File: config.mk
export PLATFORM = sky130hd
export DESIGN_NAME = ext_uart_tx
export DESIGN_NICKNAME = d
export VERILOG_FILES = /design/src/rtl/ext_uart_pkg.sv /design/src/rtl/ext_uart_txbuf.sv /design/src/rtl/ext_uart_txshift.sv /design/src/rtl/ext_uart_tx.sv
export SDC_FILE = /design/constraint.sdc
export NUM_CORES = 1
export LEC_CHECK = 0
export BUFFER_PORTS_ARGS = -buffer_cell sky130_fd_sc_hd__buf_2
export CAP_MARGIN = 5
export CORE_ASPECT_RATIO = 1.2
export CORE_MARGIN = 2
export CORE_UTILIZATION = 25
export CTS_CLUSTER_SIZE = 14
export DETAILED_ROUTE_END_ITERATION = 6
export SYNTH_ARGS = -nofsm -noshare
export SYNTH_HDL_FRONTEND = slang
export SYNTH_SLANG_ARGS = --single-unit
File: constraint.sdc
create_clock -name clk -period 8.6 [get_ports clk]
set_input_delay 2.15 -clock clk [delete_from_list [all_inputs] [get_ports clk]]
set_output_delay 2.15 -clock clk [all_outputs]
set_load 0.03 [all_outputs]
File: src/rtl/ext_uart_pkg.sv
package ext_uart_pkg;

    typedef enum logic [2:0] {
        PH_IDLE,
        PH_START,
        PH_DATA,
        PH_PAR,
        PH_STOP1,
        PH_STOP2
    } phase_t;

    // Length code to data bit count; unknown codes fall back to eight bits.
    function automatic logic [4:0] len_decode(input logic [3:0] sel);
        logic [4:0] n;
        case (sel)
            4'd0:    n = 5'd5;
            4'd1:    n = 5'd6;
            4'd2:    n = 5'd7;
            4'd3:    n = 5'd8;
            4'd4:    n = 5'd9;
            4'd5:    n = 5'd13;
            4'd6:    n = 5'd14;
            4'd7:    n = 5'd15;
            4'd8:    n = 5'd16;
            4'd9:    n = 5'd17;
            default: n = 5'd8;
        endcase
        return n;
    endfunction

endpackage

File: src/rtl/ext_uart_txbuf.sv
module ext_uart_txbuf #(
    parameter  int BYTE_W = 8,
    localparam int DW     = 2 * BYTE_W + 1
) (
    input  logic              clk,
    input  logic              rst_n,
    input  logic              tx_en,
    input  logic              wr_ext,
    input  logic              wr_b17,
    input  logic              wr_lo,
    input  logic [BYTE_W-1:0] wdata,
    input  logic              take,
    output logic              full,
    output logic [DW-1:0]     hold_data,
    output logic              accept
);

    typedef struct packed {
        logic [BYTE_W-1:0] ext;
        logic              b17;
        logic              full;
        logic [DW-1:0]     hold;
    } st_t;

    st_t q, d;

    always_comb begin
        d      = q;
        accept = wr_lo && tx_en && !q.full;
        if (wr_ext) d.ext = wdata;
        if (wr_b17) d.b17 = wdata[0];
        if (take)   d.full = 1'b0;
        if (accept) begin
            d.hold = {q.b17, q.ext, wdata};
            d.full = 1'b1;
        end
    end

    always_ff @(posedge clk) begin
        if (!rst_n) q <= '0;
        else        q <= d;
    end

    assign full      = q.full;
    assign hold_data = q.hold;

    // A queued character is never overwritten until the shifter takes it.
    p_hold_kept_r7: assert property (@(posedge clk) disable iff (!rst_n)
        (q.full && !take) |=> ($stable(hold_data) && full));

endmodule

File: src/rtl/ext_uart_txshift.sv
module ext_uart_txshift
    import ext_uart_pkg::*;
#(
    parameter  int DW = 17,
    localparam int CW = $clog2(DW + 1)
) (
    input  logic          clk,
    input  logic          rst_n,
    input  logic          baud_tick,
    input  logic          ld_valid,
    input  logic [DW-1:0] ld_data,
    input  logic [3:0]    len_sel,
    input  logic          par_en,
    input  logic          par_odd,
    input  logic          two_stop,
    output logic          ld_take,
    output logic          frame_done,
    output logic          txd
);

    typedef struct packed {
        phase_t        ph;
        logic [DW-1:0] sh;
        logic [CW-1:0] cnt;
        logic [CW-1:0] nb;
        logic          par;
        logic          pen;
        logic          stop2;
    } st_t;

    st_t q, d;

    logic          load_c;
    logic          end_c;
    logic [CW-1:0] nb_c;
    logic [DW-1:0] mask_c;
    logic [DW-1:0] data_c;

    always_comb begin
        d      = q;
        load_c = 1'b0;
        end_c  = 1'b0;
        nb_c   = CW'(len_decode(len_sel));
        mask_c = DW'(({{DW{1'b0}}, 1'b1} << nb_c) - 1'b1);
        data_c = ld_data & mask_c;
        if (baud_tick) begin
            case (q.ph)
                PH_IDLE:  load_c = ld_valid;
                PH_START: begin
                    d.ph  = PH_DATA;
                    d.cnt = '0;
                end
                PH_DATA: begin
                    d.sh = q.sh >> 1;
                    if (q.cnt == q.nb - 1'b1) d.ph = q.pen ? PH_PAR : PH_STOP1;
                    else                      d.cnt = q.cnt + 1'b1;
                end
                PH_PAR:   d.ph = PH_STOP1;
                PH_STOP1: begin
                    if (q.stop2) d.ph = PH_STOP2;
                    else         end_c = 1'b1;
                end
                PH_STOP2: end_c = 1'b1;
                default:  d.ph = PH_IDLE;
            endcase
            if (end_c) begin
                if (ld_valid) load_c = 1'b1;
                else          d.ph = PH_IDLE;
            end
        end
        if (load_c) begin
            d.sh    = data_c;
            d.nb    = nb_c;
            d.par   = (^data_c) ^ par_odd;
            d.pen   = par_en;
            d.stop2 = two_stop;
            d.cnt   = '0;
            d.ph    = PH_START;
        end
    end

    always_ff @(posedge clk) begin
        if (!rst_n) q <= '{ph: PH_IDLE, default: '0};
        else        q <= d;
    end

    assign ld_take    = load_c;
    assign frame_done = end_c && !ld_valid;

    always_comb begin
        case (q.ph)
            PH_START: txd = 1'b0;
            PH_DATA:  txd = q.sh[0];
            PH_PAR:   txd = q.par;
            default:  txd = 1'b1;
        endcase
    end

    // The line only moves on a baud enable.
    p_line_steady_r2: assert property (@(posedge clk) disable iff (!rst_n)
        !baud_tick |=> $stable(txd));

    // Every character handed over opens with a low start bit.
    p_start_low_r2: assert property (@(posedge clk) disable iff (!rst_n)
        ld_take |=> !txd);

    // An idle shifter waits for a tick before starting.
    p_idle_waits_r8: assert property (@(posedge clk) disable iff (!rst_n)
        (q.ph == PH_IDLE && !baud_tick) |=> (q.ph == PH_IDLE));

endmodule

File: src/rtl/ext_uart_tx.sv
module ext_uart_tx #(
    parameter  int BYTE_W = 8,
    localparam int DW     = 2 * BYTE_W + 1
) (
    input  logic              clk,
    input  logic              rst_n,
    input  logic              tx_en,
    input  logic              baud_tick,
    input  logic [3:0]        len_sel,
    input  logic              par_en,
    input  logic              par_odd,
    input  logic              two_stop,
    input  logic              wr_ext,
    input  logic              wr_b17,
    input  logic              wr_lo,
    input  logic [BYTE_W-1:0] wdata,
    output logic              txd,
    output logic              buf_empty,
    output logic              tx_done
);

    logic          full;
    logic [DW-1:0] hold_data;
    logic          accept;
    logic          take;
    logic          frame_done;
    logic          done_d, done_q;

    ext_uart_txbuf #(.BYTE_W(BYTE_W)) u_buf (
        .clk      (clk),
        .rst_n    (rst_n),
        .tx_en    (tx_en),
        .wr_ext   (wr_ext),
        .wr_b17   (wr_b17),
        .wr_lo    (wr_lo),
        .wdata    (wdata),
        .take     (take),
        .full     (full),
        .hold_data(hold_data),
        .accept   (accept)
    );

    ext_uart_txshift #(.DW(DW)) u_shift (
        .clk       (clk),
        .rst_n     (rst_n),
        .baud_tick (baud_tick),
        .ld_valid  (full),
        .ld_data   (hold_data),
        .len_sel   (len_sel),
        .par_en    (par_en),
        .par_odd   (par_odd),
        .two_stop  (two_stop),
        .ld_take   (take),
        .frame_done(frame_done),
        .txd       (txd)
    );

    always_comb begin
        done_d = done_q;
        if (frame_done) done_d = 1'b1;
        if (accept)     done_d = 1'b0;
    end

    always_ff @(posedge clk) begin
        if (!rst_n) done_q <= 1'b0;
        else        done_q <= done_d;
    end

    assign tx_done   = done_q;
    assign buf_empty = !full;

    // A committed character always clears the completion flag.
    p_done_cleared_r9: assert property (@(posedge clk) disable iff (!rst_n)
        accept |=> (!tx_done && !buf_empty));

    // Writes while disabled leave the buffer state as it was.
    p_disabled_write_r10: assert property (@(posedge clk) disable iff (!rst_n)
        (!tx_en && buf_empty && !take) |=> buf_empty);

endmodule

==> flow_metrics.tcl <==
set metrics [dict create \
    min_period_over_period_pct 52.16 \
    fin_tns_setup_ns 0 \
    place_congestion 0.8953 \
    hold_class "reg -> reg" \
    cp_cell_sequence "buf_2 > inv_2 > ha_1 > nor2_1 > a221oi_1 > o21ai_0 > a21oi_1 > xnor3_1 > xnor3_1 > a31o_1" \
    synth_top_area_share_pct 36.75 \
    postSynthCellCount 419 \
    first_pass_iters 4 \
    drive_gt1_share_pct 11.67 \
    async_flop_share_pct 0 \
    fill_cells 1413 \
    netlist-cell-type-count 61 \
    synth.area.top_cells "dfxtp_1 (37%), nand2_1 (9.1%), a21oi_1 (5.9%)" \
    num_rows 46 \
    synthAdderAreaFrac_pct 2.636 \
    cts_buffers 9 \
    final_common_cell "nand2_1" \
    cap_violations 0 \
    avgRoutedWirePerCell_um 13.40 \
    grt_max_degree 51 \
    antenna_cells 0 \
    power_w 0.0007744 \
    start_util_pct 25.32 \
    max_freq_ghz 0.2229 \
    status "complete, no violations" \
    synth_xor_area_share_pct 6.401 \
    p_leak_nw 1.442 \
    cp_slowest_cell "a221oi_1" \
    cts_root_buf "clkbuf_16" \
    cts_tree "built" \
    final_cell_mix "nand2_1 (81), dfxtp_1 (61), a21oi_1 (39), nor2_1 (33), buf_2 (24)" \
    synth_compound_area_share_pct 19.88 \
    cp-end-kind "flip-flop" \
    cp_slowest_stage_delay_ns 0.47 \
    place_inst 589 \
    power.density_nw_per_um2 198.4 \
    muxShareOfSynthArea_pct 3.690 \
    dr.first_iter.drc_count 260 \
    fin_crit_ns 4.486 \
    yosys_warnings 0 \
    tightestPinTransition_ns 1.154 \
    synth-edff-count 0 \
    wl_um 8106 \
    slew_headroom_pct 22.80 \
    viasPerCell 4.914 \
    rsz0062_at_grt "no" \
    reg2reg_depth 4 \
    cp.arrival_ns 4.71 \
    overflow 0 \
    cts_setup_buffers 0 \
    cts_resized 0 \
    synth-seq-cells 61 \
    drt-met1-wl_um 3487 \
    wl_met3_um 518 \
    detail-route-antenna-nets 0 \
    ctsHoldBuffers 0 \
    cts_sinks 61 \
    core_um2 13120 \
    synth_top_family_by_area "simple AND/OR/NAND/NOR gates" \
    whs_ns 0.4543 \
    cts.path.max_buffers 2 \
    grt_usage_pct 12.26 \
    num_vias 2973 \
    min_path_cells 2 \
    wl_met2_um 3986 \
    ios 25 \
    drv_slew 0 \
    cp.required_ns 8.83 \
    top_layer_used "met4" \
    synth_area_um2 3323 \
    drc_errors 0 \
    yosys.area_share.simple_pct 26.43 \
    startpoint_type "input pin" \
    synthToLayoutAreaGrowth_pct 17.43 \
    avgSynthCellArea_um2 7.931 \
    finClkSkew_ns 0.005844 \
    antenna_found_initial 0 \
    ys_seq_area_share_pct 36.75 \
    yosys.area.top_type "dfxtp_1" \
    synthFlopType "dfxtp_1" \
    insertion_delay_ns 0.33 \
    peakVddDrop_mv 0.1096 \
    dp_hpwl_um 5857 \
    grt_first_pass_wirelength_um 13680 \
    worst-path-max-fanout 14 \
    crit_top_cell "xnor3_1" \
    criticalPathCategory "in -> reg" \
    setup_viol 0 \
    path_clk_slew_ns 0.06 \
    layout.cells.non_filler 605 \
    finalNetCount 461 \
    hold_viol 0 \
    die_x_um 109.3 \
    io_buffer_count 24 \
    dieArea_um2 14240 \
    die_h_um 130.3 \
    htreeDepth 3 \
    grt_pass1_vias 2843 \
]
## worst paths after layout
check | slack (ns) | from | end
setup / recovery | 4.11 | len_sel[1] | u_shift.q[2]$_SDFFE_PN0P_
hold / removal | 0.45 | u_buf.q[19]$_SDFFE_PN0P_ | u_buf.hold_data[8]$_SDFFE_PN0P_
setup reg to reg | 6.21 | u_shift.q[30]$_SDFFE_PN0P_ | u_shift.q[9]$_SDFFE_PP0P_
hold reg to reg | 0.45 | u_buf.q[19]$_SDFFE_PN0P_ | u_buf.hold_data[8]$_SDFFE_PN0P_
## metal layers
metal  vias to the layer above  track usage, %
li1                       1503               -
met1                      1373           14.93
met2                        86           20.75
met3                        11           3.397
met4                         0           4.170
met5                         -               0
## worst max-delay path, delay by kind of cell
| family | cells | cell delay [ns] |
|---|---|---|
| adders and majority gates | 1 | 0.44 |
| buffers and inverters | 2 | 0.32 |
| AOI/OAI and AO/OA | 4 | 1.09 |
| xor gates and xnor gates | 2 | 0.63 |
| and+or+nand+nor | 1 | 0.09 |
## cells by family after synthesis
group | after synthesis
mux | 12
other cells | 1
flops | 61
xor+xnor | 18
buf+inv | 35
simple gates | 183
compound gates | 102
fa+ha+maj | 7
## Yosys cell counts (7+ instances only)
library cell and instances:
clkbuf_1 21, nand3_1 8, ha_1 7, nor2b_1 7, inv_1 7, xnor2_1 13
a311oi_1 8, a21oi_1 39, and3_1 7, nand2_1 81, a211oi_1 9, mux2i_1 10
nor2_1 33, o21ai_0 13, nand2b_1 9, or3_1 9, dfxtp_1 61
## registers in the layout, indices dropped and copies added (netlist names)
| register | count |
|---|---|
| u_shift.q | 33 |
| u_buf.full | 1 |
| u_buf.q | 9 |
| u_buf.hold_data | 17 |
| tx_done | 1 |
## through the flow
| step | cell area, µm² | util, % | worst slack, ns |
|---|---|---|---|
| after global routing | 3902 | 29.74 | 3.964 |
| after floorplan | 3327 | - | 4.008 |
| after detailed placement | 3578 | 27.27 | 3.810 |
| after CTS | 3902 | 29.74 | 4.158 |
| final | 3902 | 29.74 | 4.114 |
| after global placement | 3578 | 27.27 | 3.851 |
## report_power, final
part / total, W / internal, W / switching, W
logic: 0.0000820 / 0.0000347 / 0.0000473
clock network: 0.000391 / 0.000255 / 0.000136
registers: 0.000301 / 0.000294 / 0.00000770
total: 0.000774 / 0.000583 / 0.000191
## layout make-up
cell class / instances / area (µm²) / area share [%]
clock inverter: 7 / 98.84 / 2.533
sequential: 61 / 1221 / 31.29
multi-input combinational: 324 / 1974 / 50.59
tap: 168 / 210.2 / 5.386
timing repair buffer: 26 / 135.1 / 3.463
inverter: 10 / 37.54 / 0.9618
clock buffer: 9 / 225.2 / 5.771
Note: power is estimated with default switching activity, not from simulation.
